**src/rtl/sgl_pkg.sv**
```systemverilog
package sgl_pkg;
  localparam int unsigned WORD_W    = 32;
  localparam int unsigned ALIGN_LSB = 4;
  localparam int unsigned LAST_BIT  = 0;
  localparam int unsigned DIR_BIT   = 1;
  localparam int unsigned REG_IDX_W = 2;

  typedef enum logic [1:0] {
    ST_IDLE  = 2'd0,
    ST_FETCH = 2'd1,
    ST_ISSUE = 2'd2,
    ST_WAIT  = 2'd3
  } walk_st_t;

  // Clear the flag/alignment bits of a link or pointer word.
  function automatic logic [WORD_W-1:0] strip_flags(input logic [WORD_W-1:0] w);
    return {w[WORD_W-1:ALIGN_LSB], {ALIGN_LSB{1'b0}}};
  endfunction

  // Byte address of word idx within a descriptor at base.
  function automatic logic [WORD_W-1:0] word_addr(input logic [WORD_W-1:0] base,
                                                  input logic [1:0] idx);
    return base + {{(WORD_W-4){1'b0}}, idx, 2'b00};
  endfunction
endpackage

```
**src/rtl/sgl_walk_fsm.sv**
```systemverilog
module sgl_walk_fsm
  import sgl_pkg::*;
#(
  parameter int unsigned LEN_W = 16
) (
  input  logic              clk,
  input  logic              rst_n,
  input  logic              start,
  input  logic [WORD_W-1:0] start_ptr,
  output logic              mem_req,
  output logic [WORD_W-1:0] mem_addr,
  input  logic              mem_ack,
  input  logic [WORD_W-1:0] mem_rdata,
  output logic              xfer_valid,
  input  logic              xfer_ready,
  output logic [WORD_W-1:0] xfer_addr,
  output logic [LEN_W-1:0]  xfer_len,
  output logic              xfer_to_host,
  input  logic              xfer_done,
  output logic              busy,
  output logic              chain_end
);
  localparam logic [1:0] LAST_IDX = 2'd2;

  walk_st_t          state;
  logic [WORD_W-1:0] base;
  logic [1:0]        idx;
  logic [WORD_W-1:0] w_addr;
  logic [WORD_W-1:0] w_cnt;
  logic [WORD_W-1:0] w_link;

  // Named internal events for assertions.
  logic desc_loaded;
  logic skip_now;
  logic step_done;
  logic [WORD_W-1:0] cur_link;

  assign desc_loaded = (state == ST_FETCH) && mem_ack && (idx == LAST_IDX);
  assign skip_now    = desc_loaded && (w_cnt == '0);
  assign step_done   = skip_now || ((state == ST_WAIT) && xfer_done);
  assign cur_link    = (state == ST_FETCH) ? mem_rdata : w_link;
  assign chain_end   = step_done && cur_link[LAST_BIT];

  always_ff @(posedge clk) begin
    if (!rst_n) begin
      state  <= ST_IDLE;
      base   <= '0;
      idx    <= '0;
      w_addr <= '0;
      w_cnt  <= '0;
      w_link <= '0;
    end else begin
      case (state)
        ST_IDLE: begin
          if (start) begin
            base  <= strip_flags(start_ptr);
            idx   <= '0;
            state <= ST_FETCH;
          end
        end
        ST_FETCH: begin
          if (mem_ack) begin
            case (idx)
              2'd0:    w_addr <= mem_rdata;
              2'd1:    w_cnt  <= mem_rdata;
              default: w_link <= mem_rdata;
            endcase
            idx <= idx + 2'd1;
            if (idx == LAST_IDX) begin
              if (w_cnt != '0) begin
                state <= ST_ISSUE;
              end else if (mem_rdata[LAST_BIT]) begin
                state <= ST_IDLE;
              end else begin
                base <= strip_flags(mem_rdata);
                idx  <= '0;
              end
            end
          end
        end
        ST_ISSUE: begin
          if (xfer_ready) state <= ST_WAIT;
        end
        default: begin
          if (xfer_done) begin
            if (w_link[LAST_BIT]) begin
              state <= ST_IDLE;
            end else begin
              base  <= strip_flags(w_link);
              idx   <= '0;
              state <= ST_FETCH;
            end
          end
        end
      endcase
    end
  end

  assign mem_req      = (state == ST_FETCH);
  assign mem_addr     = word_addr(base, idx);
  assign xfer_valid   = (state == ST_ISSUE);
  assign xfer_addr    = w_addr;
  assign xfer_len     = w_cnt[LEN_W-1:0];
  assign xfer_to_host = w_link[DIR_BIT];
  assign busy         = (state != ST_IDLE);

  a_r1_req_hold: assert property (@(posedge clk) disable iff (!rst_n)
    mem_req && !mem_ack |=> mem_req && $stable(mem_addr));
  a_r1_word_aligned: assert property (@(posedge clk) disable iff (!rst_n)
    mem_req |-> mem_addr[1:0] == 2'b00);
  a_r9_cmd_hold: assert property (@(posedge clk) disable iff (!rst_n)
    xfer_valid && !xfer_ready |=> xfer_valid && $stable({xfer_addr, xfer_len, xfer_to_host}));
  a_r9_no_fetch_in_flight: assert property (@(posedge clk) disable iff (!rst_n)
    xfer_valid && xfer_ready |=> !mem_req);
  a_r4_no_zero_cmd: assert property (@(posedge clk) disable iff (!rst_n)
    $rose(xfer_valid) |-> $past(w_cnt) != '0);
  a_r5_start_fetch: assert property (@(posedge clk) disable iff (!rst_n)
    start && !busy |=> mem_req && busy);
  a_r3_end_idle: assert property (@(posedge clk) disable iff (!rst_n)
    chain_end |=> !busy);
endmodule

```
**src/rtl/sgl_status.sv**
```systemverilog
module sgl_status
  import sgl_pkg::*;
(
  input  logic                 clk,
  input  logic                 rst_n,
  input  logic                 reg_wr,
  input  logic [REG_IDX_W-1:0] reg_addr,
  input  logic [WORD_W-1:0]    reg_wdata,
  output logic [WORD_W-1:0]    reg_rdata,
  input  logic                 busy,
  input  logic                 chain_end,
  output logic                 start,
  output logic                 irq
);
  localparam logic [REG_IDX_W-1:0] IDX_PTR  = 2'd0;
  localparam logic [REG_IDX_W-1:0] IDX_STAT = 2'd1;
  localparam logic [REG_IDX_W-1:0] IDX_CTRL = 2'd2;

  logic [WORD_W-1:0] head;
  logic done, irq_en, master_en;
  logic clr_req;

  assign start   = reg_wr && (reg_addr == IDX_PTR) && !busy;
  assign clr_req = reg_wr && (reg_addr == IDX_STAT) && reg_wdata[1];

  always_ff @(posedge clk) begin
    if (!rst_n) begin
      head      <= '0;
      done      <= 1'b0;
      irq_en    <= 1'b0;
      master_en <= 1'b0;
    end else begin
      if (start) head <= strip_flags(reg_wdata);
      if (chain_end)    done <= 1'b1;
      else if (clr_req) done <= 1'b0;
      if (reg_wr && (reg_addr == IDX_CTRL)) begin
        irq_en    <= reg_wdata[0];
        master_en <= reg_wdata[1];
      end
    end
  end

  always_comb begin
    case (reg_addr)
      IDX_PTR:  reg_rdata = head;
      IDX_STAT: reg_rdata = {{(WORD_W-2){1'b0}}, done, busy};
      IDX_CTRL: reg_rdata = {{(WORD_W-2){1'b0}}, master_en, irq_en};
      default:  reg_rdata = '0;
    endcase
  end

  assign irq = done && irq_en && master_en;

  a_r7_done_sets: assert property (@(posedge clk) disable iff (!rst_n)
    chain_end |=> done);
  a_r7_done_sticky: assert property (@(posedge clk) disable iff (!rst_n)
    done && !clr_req |=> done);
  a_r6_busy_ignore: assert property (@(posedge clk) disable iff (!rst_n)
    reg_wr && (reg_addr == IDX_PTR) && busy |=> $stable(head));
  a_r8_irq_needs_done: assert property (@(posedge clk) disable iff (!rst_n)
    $rose(irq) |-> done);
endmodule

```
**src/rtl/sgl_walker.sv**
```systemverilog
module sgl_walker
  import sgl_pkg::*;
#(
  parameter int unsigned LEN_W = 16
) (
  input  logic                 clk,
  input  logic                 rst_n,
  input  logic                 reg_wr,
  input  logic [REG_IDX_W-1:0] reg_addr,
  input  logic [WORD_W-1:0]    reg_wdata,
  output logic [WORD_W-1:0]    reg_rdata,
  output logic                 mem_req,
  output logic [WORD_W-1:0]    mem_addr,
  input  logic                 mem_ack,
  input  logic [WORD_W-1:0]    mem_rdata,
  output logic                 xfer_valid,
  input  logic                 xfer_ready,
  output logic [WORD_W-1:0]    xfer_addr,
  output logic [LEN_W-1:0]     xfer_len,
  output logic                 xfer_to_host,
  input  logic                 xfer_done,
  output logic                 irq
);
  logic busy, chain_end, start;

  sgl_status u_status (
    .clk(clk), .rst_n(rst_n), .reg_wr(reg_wr), .reg_addr(reg_addr),
    .reg_wdata(reg_wdata), .reg_rdata(reg_rdata), .busy(busy),
    .chain_end(chain_end), .start(start), .irq(irq)
  );

  sgl_walk_fsm #(.LEN_W(LEN_W)) u_walk (
    .clk(clk), .rst_n(rst_n), .start(start), .start_ptr(reg_wdata),
    .mem_req(mem_req), .mem_addr(mem_addr), .mem_ack(mem_ack),
    .mem_rdata(mem_rdata), .xfer_valid(xfer_valid), .xfer_ready(xfer_ready),
    .xfer_addr(xfer_addr), .xfer_len(xfer_len), .xfer_to_host(xfer_to_host),
    .xfer_done(xfer_done), .busy(busy), .chain_end(chain_end)
  );

  a_r10_idle_quiet: assert property (@(posedge clk) disable iff (!rst_n)
    !busy |-> !mem_req && !xfer_valid);
endmodule

```
**config.mk**
```make
export PLATFORM = sky130hd
export DESIGN_NAME = sgl_walker
export DESIGN_NICKNAME = d
export VERILOG_FILES = /design/src/rtl/sgl_pkg.sv /design/src/rtl/sgl_walk_fsm.sv /design/src/rtl/sgl_status.sv /design/src/rtl/sgl_walker.sv
export SDC_FILE = /design/constraint.sdc
export NUM_CORES = 1
export LEC_CHECK = 0
export BUFFER_PORTS_ARGS = -buffer_cell sky130_fd_sc_hd__clkbuf_2
export CAP_MARGIN = 15
export CELL_PAD_IN_SITES_DETAIL_PLACEMENT = 0
export CELL_PAD_IN_SITES_GLOBAL_PLACEMENT = 1
export CORE_ASPECT_RATIO = 1.1
export CORE_UTILIZATION = 41
export DETAILED_ROUTE_END_ITERATION = 10
export GPL_ROUTABILITY_DRIVEN = 0
export PLACE_DENSITY = 0.95
export SLEW_MARGIN = 20
export SYNTH_ARGS = -nofsm -noshare
export SYNTH_HDL_FRONTEND = slang
export SYNTH_SLANG_ARGS = --single-unit
```
**constraint.sdc**
```tcl
create_clock -name clk -period 3.1 [get_ports clk]
set_input_delay 0.465 -clock clk [delete_from_list [all_inputs] [get_ports clk]]
set_output_delay 0.465 -clock clk [all_outputs]
set_load 0.02 [all_outputs]
```
### Word level (Yosys, flattened, before mapping)

Cells that the tools add are included.

* input port bits: 72
* register bits after elaboration: 163
* logic and storage cells: 88

* multiplexer cells: 29
* bitwise logic cells: 2
* add/subtract/negate cells: 2
* eq/ne operators: 15
* reduce and logical (&&, ||, !) cells: 30

Operators by type and width (count)
* $mux 32: 7
* $pmux 32 s3: 2
* $add 32x4->32: 1
* $logic_not 32->1: 1
* $reduce_bool 32->1: 1
* $mux 2: 14
* $logic_and 1x1->1: 12
* $pmux 2 s3: 2
* $reduce_and 3->1: 3
* $eq 2x2->1 const B: 4
* $reduce_and 8->1: 1
* $eq 2x1->1 const B: 3
* $logic_not 2->1: 3
* $ne 2x1->1 const B: 3
* $ne 2x2->1 const B: 3
* $reduce_and 6->1: 1
* $reduce_and 5->1: 1
* $mux 1: 4
* $reduce_bool 2->1: 2
* $reduce_bool 4->1: 1
* $ne 3x1->1 const B: 1
* $ne 3x3->1 const B: 1
* $reduce_bool 3->1: 1
* $add 2x1->2 const B: 1
* other kinds (4): 5

### Depth between registers and ports, before layout

* depth in word-level cells: 7
* mapped depth: 8

### By module

From an unflattened synthesis, not the netlist that was laid out.

* cell total of the unflattened synthesis: 842
* area, all modules: 7103.1 sq um

Modules (own cells, without submodules)
* sgl_walk_fsm: cells an instance 667, area an instance 5609.1 sq um, instances 1, sequential area each 2522.4 sq um
* sgl_status: cells an instance 175, area an instance 1493.9 sq um, instances 1, sequential area each 620.6 sq um

### Worst setup path before layout

No wires, ideal clock.

* path type: input to output
* from: in reg_addr[0]
* to: out reg_rdata[13]
* required time: 2635 ps
* path slack: 1304 ps
* buffers on the path: 2
* arrival time: 1331 ps
* stages on the path: 4
* path through: nor2_1 > clkbuf_1 > clkbuf_1 > and2_1

* cells in the longest elaborated chain, start to end: 2
* elaborated cells on any way between the ends: 4
* classes of those cells: 2 x eq/ne; 1 x mux; 1 x reduce/logical

Ends and longest elaborated chain
* start, declared: line sgl_walker.sv:9 `input logic [REG_IDX_W-1:0] reg_addr,`
* $eq 2x2->1 (tied with other cells): line sgl_status.sv:44 `case (reg_addr)`
* $pmux 32 s3 (*): line sgl_status.sv:44
* end, declared: line sgl_walker.sv:11 `output logic [WORD_W-1:0] reg_rdata,`

Every way passes the cells marked *; elsewhere a longest branch is shown, timed or not.

### Final worst setup path

* from: reg u_walk.state[0]
* to: out mem_req

* cells in the longest elaborated chain, start to end: 1

Ends and longest elaborated chain
* start, declared: line sgl_walk_fsm.sv:25 `walk_st_t state;`
* start signal, assigned: line sgl_walk_fsm.sv:46 `state <= ST_IDLE;`
* start signal, assigned: line sgl_walk_fsm.sv:58 `state <= ST_FETCH;`
* start signal, assigned: line sgl_walk_fsm.sv:71 `state <= ST_ISSUE;`
* $eq 2x1->1: line sgl_walk_fsm.sv:99 `assign mem_req = (state == ST_FETCH);`
* end, declared: line sgl_walker.sv:12 `output logic mem_req,`

No other way between the ends.

==> metrics.md <==
| Metric | Value |
|---|---|
| Status | complete, no violations |
| Hold crit path type | in2reg |
| Largest cells by area after synthesis | dfxtp_1 (45%), nand2_1 (17%), a21oi_1 (9.1%), mux2i_1 (4.0%), o211ai_2 (3.6%) |
| Share of layout cells above drive strength 1 | 0.249 |
| Lkg Pwr | ~3.2 nW |
| Relative slew slack | 0.553 |
| Post-Route Setup TNS | 0 ns |
| Synthesized area per cell | 7.84 um^2 |
| Final ANT Viol Nets | 0 |
| Register bit total from synthesis | 157 |
| Dpl hpwl | 13400 um |
| Crit path launch | u_walk.state[0] |
| Setup crit start kind | register |
| Initial DRC Count | 674 |
| Final setup skew | between 0.009 and 0.01 ns |
| Setup violators final | 0 |
| Reg clk slew, reported paths | about 0.060 ns |
| Clock network latency to the later pin of the worst-skew pair | between 0.4 and 0.5 ns |
| Vias in the first global route | 5632 |
| Final WL | roughly 19000 um |
| Initial Util | 0.422 |
| Synthesized instance count | approximately 890 |
| Cell Area, Placed | ~7800 um^2 |
| Area share of the largest cell type after synthesis | 0.452 |
| Largest net degree at the start of global routing | 63 |
| Vias per cell | just over 5 |
| Clock sinks | 157 |
| Setup Buffers After CTS | 0 |
| Fin crit share | 0.794 |
| Worst-path maximum fanout | 24 |
| Synth cell count leaders | nand2_1 (315), dfxtp_1 (157), a21oi_1 (126), clkbuf_1 (46), o21ai_0 (33) |
| Buffers on Ports | about 180 |
| Pwr dens | 557 nW/um^2 |
| Routed vias | roughly 6300 |
| Initial antenna violation count | 1 |
| Worst Hold Launch | reg_wdata[0] |
| Crit path kind | reg2out |
| PostCTS Resize Cnt | 0 |
| Final hold vios | 0 |
| Synth Flop Type | dfxtp_1 |
| CTS tree | done |
| # H-tree levels | 4 |
| Largest area contributor in the netlist | dfxtp_1 |
| CP arrival | approximately 2.0 ns |
| Sequential element share of the synthesized area | 0.452 |
| CP Capture Type | output port |
| Drc violations | 0 |
| R2R Path Start | u_walk.state[0] |
| Width of the die | 126 um |
| WL/cell | between 15 and 20 um |
| Synth Cell Area | around 7000 um^2 |
| All-Layer GR Usage | 0.222 |
| Root Buffer | clkbuf_16 |
| Finished Cell Area | roughly 8500 um^2 |
| CP Data Required Time | approximately 2.6 ns |
| Post-synth EDFFs | 0 |
| Ports | ~190 |
| Most frequent cell after synthesis | nand2_1 |
| YS warnings | 0 |
| Final Max Tran Viols | 0 |
| Layout area overhead | 21.6% |
| GRT Residual Overflow | 0 |
| RSZ-0062 raised after global routing | no |
| # Max-Cap Violations | 0 |
| Fmax | 0.406 GHz |
| Post-layout min period | 2.46 ns |
| Core box area | around 16000 um^2 |
| Worst VDD drop | 0.348 mV |
| Count of cell types in the netlist | 39 |
| # rows | between 40 and 50 |
| Slew @ Worst Pin | between 0.6 and 0.7 ns |
| Die ar. | 17500 um^2 |
| Inserted Clock Buffers | 17 |
| # nets final | about 1100 |
| Clock buffer depth | 2 |
| First drt pass iteration count | 5 |
| First-pass GRT wire length | a little over 30000 um |
| Ys async rst share | 0 |
| CTS hold repair buffers | 0 |
| Die height | between 100 and 150 um |
cell type report:
type	count	area (um^2)
Clock buffer	22	474
Inverter	4	17.5
Clock inverter	10	161
Tap cell	204	255
Fill cell	1625	8030
Sequential cell	157	3150
Timing Repair Buffer	197	1060
Antenna cell	1	2.50
Multi-Input combinational cell	638	3350
kinds of logic after synthesis:
group	count (synthesis)	share of synthesized area
AOI/OAI and AO/OA	221	0.201
adders and majority gates	3	0.00539
buffers and inverters	96	0.0721
DFF	157	0.452
muxes	28	0.0403
other	1	0.000539
and+or+nand+nor	382	0.229
registers in the layout (all words and copies together) (netlist names):
name                cells
u_status.done           1
u_status.head          28
u_status.irq_en         1
u_status.master_en      1
u_walk.base            28
u_walk.idx              2
u_walk.state            2
u_walk.w_cnt           32
u_walk.w_link          30
u_walk.xfer_addr       32
layer usage:
| metal | wire length [um] | vias up | share of wire | track usage |
|---|---|---|---|---|
| li1 | - | 3201 | - | - |
| met2 | 9000 | 189 | 0.46 | 0.350 |
| met5 | 0 | - | 0 | 0 |
| met4 | 469 | 0 | 0.024 | 0.0843 |
| met3 | 1190 | 29 | 0.061 | 0.0482 |
| met1 | 8800 | 2895 | 0.45 | 0.297 |
critical path, cell delays in order, from the launching register on:
cell	delay [ns]
dfxtp_2	0.58
buf_4	0.45
nor2b_1	0.31
clkbuf_2	0.23
final timing paths:
path / slack (ns) / endpoint / depth (start not counted)
setup / recovery: 0.64 / mem_req / 3
hold / removal: 0.27 / u_status.irq_en / 3
setup reg to reg: 0.71 / u_walk.base[7] / 6
hold reg to reg: 0.45 / u_status.head[19] / 2
report_power, final:
part | leakage, nW | switching (mW) | total (mW) | internal [mW]
registers | 1.27 | 0.0260 | 2.09 | 2.06
clock network | 0.302 | 0.823 | 2.23 | 1.41
logic | 1.67 | 0.267 | 0.396 | 0.129
stage by stage:
stage | setup slack, ns | utilization | hold slack, ns | instances | total power [mW]
floorplan | 1.30 | - | 0.432 | 891 | 2.36
global placement | 0.713 | 0.475 | 0.436 | 1200 | 2.52
detailed placement | 0.657 | 0.475 | 0.442 | 1200 | 2.53
CTS | 0.614 | 0.513 | 0.257 | 1232 | 4.75
global route | 0.515 | 0.513 | 0.272 | 1232 | 4.87
finish | 0.640 | 0.513 | 0.273 | 1233 | 4.72
layout by cell type (no fill, tap or decap), types with 13 or more instances in the layout:
master and instances:
buf_4 13, and2_1 31, o211ai_2 20, mux2i_1 28, clkbuf_2 181, o31ai_1 28
clkbuf_16 17, nand2_1 315, o21ai_0 33, a21oi_1 125, dfxtp_1 155
Power figures use the tool's default switching activity.
